$ cat src/rtl/fpa_pkg.sv
package fpa_pkg;
  localparam int EXP_W   = 11;
  localparam int FRAC_W  = 52;
  localparam int WORD_W  = 1 + EXP_W + FRAC_W;
  localparam int SIG_W   = FRAC_W + 1;
  localparam int GR_W    = 2;
  localparam int ALN_W   = SIG_W + GR_W;
  localparam int AMT_W   = 6;
  localparam int AMT_MAX = (1 << AMT_W) - 1;

  typedef struct packed {
    logic              sgn;
    logic [EXP_W-1:0]  exp;
    logic [SIG_W-1:0]  sig;
    logic [EXP_W-1:0]  eexp;
    logic              is_inf;
    logic              is_nan;
  } opnd_t;

  function automatic logic [AMT_W-1:0] sat_amt(input logic [EXP_W:0] d);
    if (d > AMT_MAX[EXP_W:0]) return AMT_MAX[AMT_W-1:0];
    return d[AMT_W-1:0];
  endfunction

  function automatic logic [WORD_W-1:0] qnan();
    return {1'b0, {EXP_W{1'b1}}, 1'b1, {(FRAC_W-1){1'b0}}};
  endfunction

  function automatic logic [WORD_W-1:0] inf_of(input logic s);
    return {s, {EXP_W{1'b1}}, {FRAC_W{1'b0}}};
  endfunction
endpackage

$ cat src/rtl/fpa_unpack.sv
module fpa_unpack
  import fpa_pkg::*;
(
  input  logic [WORD_W-1:0] word,
  output opnd_t             fld
);
  logic [EXP_W-1:0]  e;
  logic [FRAC_W-1:0] f;
  logic              hid;

  assign e   = word[WORD_W-2 -: EXP_W];
  assign f   = word[FRAC_W-1:0];
  assign hid = |e;

  always_comb begin
    fld.sgn    = word[WORD_W-1];
    fld.exp    = e;
    fld.sig    = {hid, f};
    fld.eexp   = hid ? e : {{(EXP_W-1){1'b0}}, 1'b1};
    fld.is_inf = (&e) && !(|f);
    fld.is_nan = (&e) && (|f);
  end
endmodule

$ cat src/rtl/fpa_expcmp.sv
module fpa_expcmp
  import fpa_pkg::*;
(
  input  logic             clk,
  input  logic             rst_n,
  input  opnd_t            a,
  input  opnd_t            b,
  output logic             a_big,
  output logic [AMT_W-1:0] amt
);
  logic [EXP_W:0] d_ab;
  logic [EXP_W:0] d_ba;
  logic [EXP_W:0] mag;
  logic           exp_tie;

  assign d_ab    = {1'b0, a.eexp} - {1'b0, b.eexp};
  assign d_ba    = {1'b0, b.eexp} - {1'b0, a.eexp};
  assign exp_tie = (d_ab == '0);
  assign a_big   = !d_ab[EXP_W] && (!exp_tie || (a.sig >= b.sig));
  assign mag     = d_ab[EXP_W] ? d_ba : d_ab;
  assign amt     = sat_amt(mag);


  amt_sat_chk: assert property (@(posedge clk) disable iff (!rst_n)
    (mag > AMT_MAX[EXP_W:0]) |-> (amt == AMT_MAX[AMT_W-1:0]));


  tie_pick_chk: assert property (@(posedge clk) disable iff (!rst_n)
    ((a.eexp == b.eexp) && (a.sig == b.sig)) |-> a_big);
endmodule

$ cat src/rtl/fpa_shifter.sv
module fpa_shifter
  import fpa_pkg::*;
(
  input  logic             clk,
  input  logic             rst_n,
  input  logic [SIG_W-1:0] sig,
  input  logic [AMT_W-1:0] amt,
  input  logic             inv,
  output logic [ALN_W-1:0] aligned,
  output logic             sticky
);
  localparam int EXT_W = ALN_W + AMT_MAX;

  logic [EXT_W-1:0] ext;
  logic [ALN_W-1:0] kept;

  assign ext     = {sig, {GR_W{1'b0}}, {AMT_MAX{1'b0}}} >> amt;
  assign kept    = ext[EXT_W-1 -: ALN_W];
  assign sticky  = |ext[AMT_MAX-1:0];
  assign aligned = inv ? ~kept : kept;


  sticky_short_chk: assert property (@(posedge clk) disable iff (!rst_n)
    (amt <= AMT_W'(GR_W)) |-> !sticky);
endmodule

$ cat src/rtl/fpadd_align_stage.sv
module fpadd_align_stage
  import fpa_pkg::*;
(
  input  logic              clk,
  input  logic              rst_n,
  input  logic [63:0]       opa,
  input  logic [63:0]       opb,
  input  logic              op_sub,
  output logic              eff_sub,
  output logic              res_sign,
  output logic [10:0]       big_exp,
  output logic [52:0]       big_sig,
  output logic [54:0]       small_sig,
  output logic              sticky,
  output logic              special,
  output logic [63:0]       special_val
);
  logic [WORD_W-1:0] words [2];
  opnd_t             fld   [2];

  assign words[0] = opa;
  assign words[1] = opb;

  for (genvar i = 0; i < 2; i++) begin : g_unpack
    fpa_unpack u_unp (.word(words[i]), .fld(fld[i]));
  end

  logic             sub_w;
  logic             a_big;
  logic [AMT_W-1:0] amt;
  opnd_t            lg;
  opnd_t            sm;
  logic [ALN_W-1:0] aligned_w;
  logic             sticky_w;
  logic             sign_w;
  logic             spec_w;
  logic [WORD_W-1:0] spec_val_w;
  logic             b_eff_sgn;

  assign sub_w     = fld[0].sgn ^ fld[1].sgn ^ op_sub;
  assign b_eff_sgn = fld[1].sgn ^ op_sub;

  fpa_expcmp u_cmp (
    .clk(clk), .rst_n(rst_n), .a(fld[0]), .b(fld[1]), .a_big(a_big), .amt(amt)
  );

  assign lg     = a_big ? fld[0] : fld[1];
  assign sm     = a_big ? fld[1] : fld[0];
  assign sign_w = a_big ? fld[0].sgn : b_eff_sgn;

  fpa_shifter u_shf (
    .clk(clk), .rst_n(rst_n), .sig(sm.sig), .amt(amt), .inv(sub_w),
    .aligned(aligned_w), .sticky(sticky_w)
  );

  always_comb begin
    spec_w     = (&fld[0].exp) || (&fld[1].exp);
    spec_val_w = '0;
    if (spec_w) begin
      if (fld[0].is_nan || fld[1].is_nan)          spec_val_w = qnan();
      else if (fld[0].is_inf && fld[1].is_inf)     spec_val_w = sub_w ? qnan() : opa;
      else if (fld[0].is_inf)                      spec_val_w = opa;
      else                                         spec_val_w = inf_of(b_eff_sgn);
    end
  end

  always_ff @(posedge clk or negedge rst_n) begin
    if (!rst_n) begin
      eff_sub     <= 1'b0;
      res_sign    <= 1'b0;
      big_exp     <= '0;
      big_sig     <= '0;
      small_sig   <= '0;
      sticky      <= 1'b0;
      special     <= 1'b0;
      special_val <= '0;
    end else begin
      eff_sub     <= sub_w;
      res_sign    <= sign_w;
      big_exp     <= lg.exp;
      big_sig     <= lg.sig;
      small_sig   <= aligned_w;
      sticky      <= sticky_w;
      special     <= spec_w;
      special_val <= spec_val_w;
    end
  end


  effsub_lat_chk: assert property (@(posedge clk) disable iff (!rst_n)
    eff_sub == ($past(opa[63]) ^ $past(opb[63]) ^ $past(op_sub)));


  hidden_bit_chk: assert property (@(posedge clk) disable iff (!rst_n)
    big_sig[52] == (big_exp != '0));


  special_flag_chk: assert property (@(posedge clk) disable iff (!rst_n)
    !special |-> ((big_exp != '1) && (special_val == '0)));


  big_exp_lat_chk: assert property (@(posedge clk) disable iff (!rst_n)
    (big_exp == $past(opa[62:52])) || (big_exp == $past(opb[62:52])));
endmodule

$ cat config.mk
export PLATFORM = sky130hd
export DESIGN_NAME = fpadd_align_stage
export DESIGN_NICKNAME = d
export VERILOG_FILES = /design/src/rtl/fpa_pkg.sv /design/src/rtl/fpa_unpack.sv /design/src/rtl/fpa_expcmp.sv /design/src/rtl/fpa_shifter.sv /design/src/rtl/fpadd_align_stage.sv
export SDC_FILE = /design/constraint.sdc
export NUM_CORES = 1
export LEC_CHECK = 0
export BUFFER_PORTS_ARGS = -buffer_cell sky130_fd_sc_hd__buf_2
export CAP_MARGIN = 10
export CORE_MARGIN = 3
export CORE_UTILIZATION = 57
export CTS_CLUSTER_DIAMETER = 150
export DETAILED_ROUTE_END_ITERATION = 10
export PLACE_DENSITY = 0.83
export SYNTH_ARGS = -nofsm -noshare
export SYNTH_HDL_FRONTEND = slang
export SYNTH_SLANG_ARGS = --single-unit
$ cat constraint.sdc
create_clock -name clk -period 0.8 [get_ports clk]
set_clock_uncertainty 0.05 [all_clocks]
set_input_delay 0 -clock clk [delete_from_list [all_inputs] [get_ports clk]]
set_output_delay 0 -clock clk [all_outputs]
set_load 0.05 [all_outputs]
==> key figures, run 1 <==
Synth
  • Cell count after synthesis: 1,829
  • Yosys top cell area share: 0.314
  • Sequential area share after synthesis: 0.314
  • XOR/XNOR Fraction of Synth Area: 0.0394
  • Post-synthesis area per instance: between 8 and 9 sq um
  • Dominant synthesized flop cell: dfrtp_1
  • Post-synthesis mux area share: 0.0334
  • Post-synth EDFFs: 0
  • Top cells by area, synth: dfrtp_1, ha_1, o21ai_0, nand2_1, a21oi_1
  • Distinct cells, synth: 89
  • Yosys warns: 0
  • Synthesized flop and latch total: about 190
  • Post-Syn Area: between 0.01 and 0.015 sq mm
  • Largest area contributor in the netlist: dfrtp_1
  • Adder-cell share of the synthesized area: 0.0657
  • Async set-reset flop share out of synthesis: 1.00
  • Largest family of logic cells by synthesized area: compound AO/OA/AOI/OAI gates
  • Post-Synth Simple-Gate Area: 0.191
  • Compound-gate portion of the synthesized area: 0.287

Status
  • Status: did not finish
  • Run Error: [ERROR DPL-0038] Utilization greater than 100%, impossible to legalize
  • Exit stage: 4_1_cts

Place
  • Port-buffer cells: about 320
  • Pre-CTS setup slack: -4.95 ns
  • Placer Congestion: between 1 and 1.5
  • Dpl hpwl: 58,500 microns

Clock network
  • Max clock buf depth: 2
  • CTS buffer count: 17
  • PostCTS Resize Cnt: around 330
  • Hold_buf cts: roughly 110
  • Root Buffer: clkbuf_16
  • Setup Fix Bufs, Post-CTS: 55
  • Num Clock Sinks: approximately 190
  • Htree depth: 4

Floorplan
  • Ports: around 320
  • Die Width: ~170 microns
  • Die height: around 170 microns
  • Initial Util: 0.586
  • # rows: 58
logic make-up after synthesis:
kind of cell / after synthesis
compound gates: 621
fa+ha+maj: 77
simple gates: 582
flops: 187
mux: 41
xor+xnor: 67
other cells: 1
buf+inv: 253
cells in the mapped netlist, types with 6 or more instances:
cell type and instances:
a2111oi_0 13, a211oi_1 33, a21boi_0 13, a21o_1 11, a21oi_1 121, a221oi_1 17
a22o_1 9, a22oi_1 26, a31oi_1 11, a32o_1 12, a32oi_1 14, and2_1 17
and3_1 23, and4_1 6, buf_1 16, buf_2 39, buf_4 7, clkbuf_1 96
dfrtp_1 187, ha_1 75, inv_1 93, mux2_2 9, mux2i_1 25, mux4_2 6
nand2_1 169, nand2b_1 20, nand3_1 63, nand4_1 29, nor2_1 117, nor3_1 61
nor4_1 42, o211ai_1 30, o21a_1 9, o21ai_0 137, o221ai_1 6, o22a_1 6
o22ai_1 43, o2bb2ai_1 8, o311ai_0 8, o32ai_1 32, or3_1 7, xnor2_1 60
xor2_1 7
through the flow:
step | cells | hold slack, ns | area, sq um
after global placement | 3010 | -0.138 | 22000
after detailed placement | 3010 | -0.134 | 22000
after floorplan | 1879 | -0.346 | 15900
==> inputs of run 2 (changes only) <==
- CORE_UTILIZATION: 57 -> 40
- CTS_CLUSTER_DIAMETER: 150 -> not set
- PLACE_DENSITY: 0.83 -> not set
- PLACE_DENSITY_LB_ADDON: not set -> 0.15
==> key figures, run 2 <==
Clock network
  • CTS buffer count: 17 (unchanged)
  • Root Buffer: clkbuf_16
  • Num Clock Sinks: 187 (unchanged)
  • Htree depth: 4 (unchanged)
  • CTS tree: yes
  • Max clock buf depth: 2 (unchanged)
  • Clk slew on worst S/H paths: ~0.080 ns

Drt
  • Routed Antenna Nets: 0
  • Post-DR wirelength/cell: 24.9 microns
  • Vias/cell: roughly 6.2
  • Via Count: ~22k
  • DR iter-0 viols: between 2k and 2.5k
  • DRC violations left: 0
  • Initial DRT Pass Iterations: 6
  • Detailed Route WL: ~87,000 microns

Floorplan
  • Total die area: between 0.03 and 0.04 sq mm
  • Initial Util: 0.407 (-0.180)
  • Die height: 199 microns (+19%)
  • # rows: 70 (+21%)
  • Ports: 318 (unchanged)
  • Core Footprint: 0.0366 sq mm
  • Die Width: 199 microns (+19%)

Cells and area
  • Finished Layout Cells: 3,498
  • Final Net Count: about 3.2k
  • Area Growth Syn to Fin: 92.5%
  • Max reg flops: 64
  • Commonest non-fill, non-tap cell in the layout: buf_4
  • Commonest non-fill, non-tap cells in the layout: buf_4, buf_2, dfrtp_1, nand2_1, dlygate4sd3_1
  • Multi-input gate area: roughly 0.012 sq mm
  • Layout cells sized above 1: 0.531
  • Ant diodes: 0
  • Register with the most flip-flops: special_val
  • Regs by FF count: special_val (64), small_sig (55), big_sig (53)
  • FILL cells: between 2k and 2.5k
  • Register area: roughly 0.0047 sq mm

Synth
  • Post-Syn Area: 0.0149 sq mm (unchanged)
  • Largest area contributor in the netlist: dfrtp_1
  • Async set-reset flop share out of synthesis: 1.00 (unchanged)
  • Distinct cells, synth: 89 (unchanged)
  • Top cells by area, synth: dfrtp_1, ha_1, o21ai_0, nand2_1, a21oi_1
  • Yosys top cell area share: 0.314 (unchanged)
  • Synthesized flop and latch total: 187 (unchanged)
  • Dominant cell by count in the synthesized netlist: dfrtp_1
  • Cell count after synthesis: 1,829 (unchanged)
  • Sequential area share after synthesis: 0.314 (unchanged)
  • Post-synthesis area per instance: 8.14 sq um (unchanged)
  • Synth top cells by count: dfrtp_1, nand2_1, o21ai_0, a21oi_1, nor2_1
  • Yosys warns: 0 (unchanged)
  • Post-synth EDFFs: 0 (unchanged)
  • Dominant synthesized flop cell: dfrtp_1

Pwr
  • Int Power: ~0.024 W
  • Leakage: around 13 nW
  • Sw power: approximately 0.019 W
  • Combinational Power Share: 0.542
  • Pwr/cell area: 1500 mW/mm^2
  • Seq pwr share: 0.248
  • Part of the power in the clock network: 0.210
  • VDD IR-drop max: 1.67 mV
  • Pwr Total: about 0.043 W
  • Net Sw Frac: 0.433

Timing
  • Final setup fails: between 300 and 400
  • Max transition margin: 0.512
  • Minimum clock period: roughly 5.5 ns
  • Fin. max-slew vios: 0
  • RSZ-0062 raised after global routing: true
  • Worst Hold Slack: -0.00260 ns
  • Hold Vio Cnt, Final: 1
  • Final Cycle Share: 6.91
  • Fmax achieved: approximately 0.18 GHz
  • Final setup margin: -4.73 ns
  • Worst-Margin Slew: between 0.7 and 0.8 ns

Place
  • Port-buffer cells: 317 (unchanged)
  • Placer Congestion: 1.03 (-16%)
  • Placed insts: 3,205 (+6.5%)
  • Dpl hpwl: 61,100 microns (+4.5%)

Worst setup path
  • Most used cell along the critical path: buf_4
  • Worst EP required: 1.10 ns
  • Max stage delay cell, worst path: or4_4
  • Crit Path Max Fanout: 6
  • CP Capture Type: register
  • Crit start category: input pin
  • WS Path Type: in -> reg
  • Data arrival time of the critical path: a little under 6 ns
  • Critical path's largest stage delay: around 0.49 ns

Worst hold path
  • Worst hold path class: in -> async

Global routing
  • Number of global-route vias before repair: 21.4k
  • Antenna violations before repair: 0
  • Gr usage total: 0.416
  • First-pass GRT wire length: approximately 130,000 microns
  • Largest net degree at the start of global routing: 40
  • Grt total ovfl: 0

Status
  • Failing checks: negative hold slack, negative setup slack
  • Status: finished, violations left

Flow run
  • Max Cap Viol: 0
[run 2: cell counts after synthesis]
No cell type changed its count.
[run 2: cells by family after synthesis]
group,synth area share
compound gates,0.287
xor+xnor,0.0394
fa+ha+maj,0.0657
buf+inv,0.0688
flops,0.314
mux,0.0334
other cells,0.000252
simple gates,0.191
[run 2: path summary, 6_finish.rpt]
path / cells after the start / slack (ns) / end / start
max in group asynchronous: 3 / 0.19 / small_sig[53] / rst_n
max: 31 / -4.73 / sticky / opa[54]
min in group clk: 5 / 0 / res_sign / opb[63]
min: 2 / -0.003 / big_sig[20] / rst_n
[run 2: timing repair]
item                                    4_1_cts  5_1_grt
cloned                                        8        3
hold buffers                                116        1
resized for setup                           454      225
endpoints found under the hold margin       251       10
pin swaps                                   114       89
endpoints found under the setup margin      310      322
setup buffers                               135       47
[run 2: critical path, delay by kind of cell]
kind | cells | cell delay, ns
fa+ha+maj | 2 | 0.46
compound gates | 9 | 2.08
simple gates | 8 | 1.59
xor+xnor | 1 | 0.23
buf+inv | 11 | 1.44
[run 2: power groups by stage]
stage / combinational [W] / sequential (W) / clock, W
2_1_floorplan: 0.00637 / 0.0146 / 0
3_3_place_gp: 0.0183 / 0.0109 / 0
3_5_place_dp: 0.0184 / 0.0109 / 0
4_1_cts: 0.0213 / 0.0107 / 0.00910
5_1_grt: 0.0242 / 0.0108 / 0.00954
6_report: 0.0234 / 0.0107 / 0.00903
[run 2: through the flow]
step	util	hold slack [ns]	area, sq um	setup slack [ns]	setup TNS, ns
floorplan	-	-0.346	15900	-4.15	-373.68
global placement	0.618	-0.0929	22600	-4.94	-437.33
detailed placement	0.618	-0.0889	22600	-5.09	-450.29
CTS	0.751	-0.0222	27500	-4.36	-413.32
global route	0.783	-0.00562	28700	-4.81	-453.72
finish	0.783	-0.00260	28700	-4.73	-432.56
[run 2: area by class of cell]
cell class,count,area share
Timing Repair Buffer,1277,0.358
Inverter,95,0.0126
Clock inverter,15,0.00677
Tap cell,468,0.0204
Clock buffer,17,0.0148
Multi-Input combinational cell,1439,0.424
Sequential cell,187,0.163
[run 2: layer usage]
layer  up-vias  global-route usage  wire, microns  share of wire
li1       9181                   -              -              -
met1     10400               0.506          32500           0.37
met2      1454               0.689          40400           0.46
met3       456              0.0862           8150          0.093
met4         0               0.233           6240          0.072
met5         -                   0              0              0
Note: power is estimated with default switching activity, not from simulation.
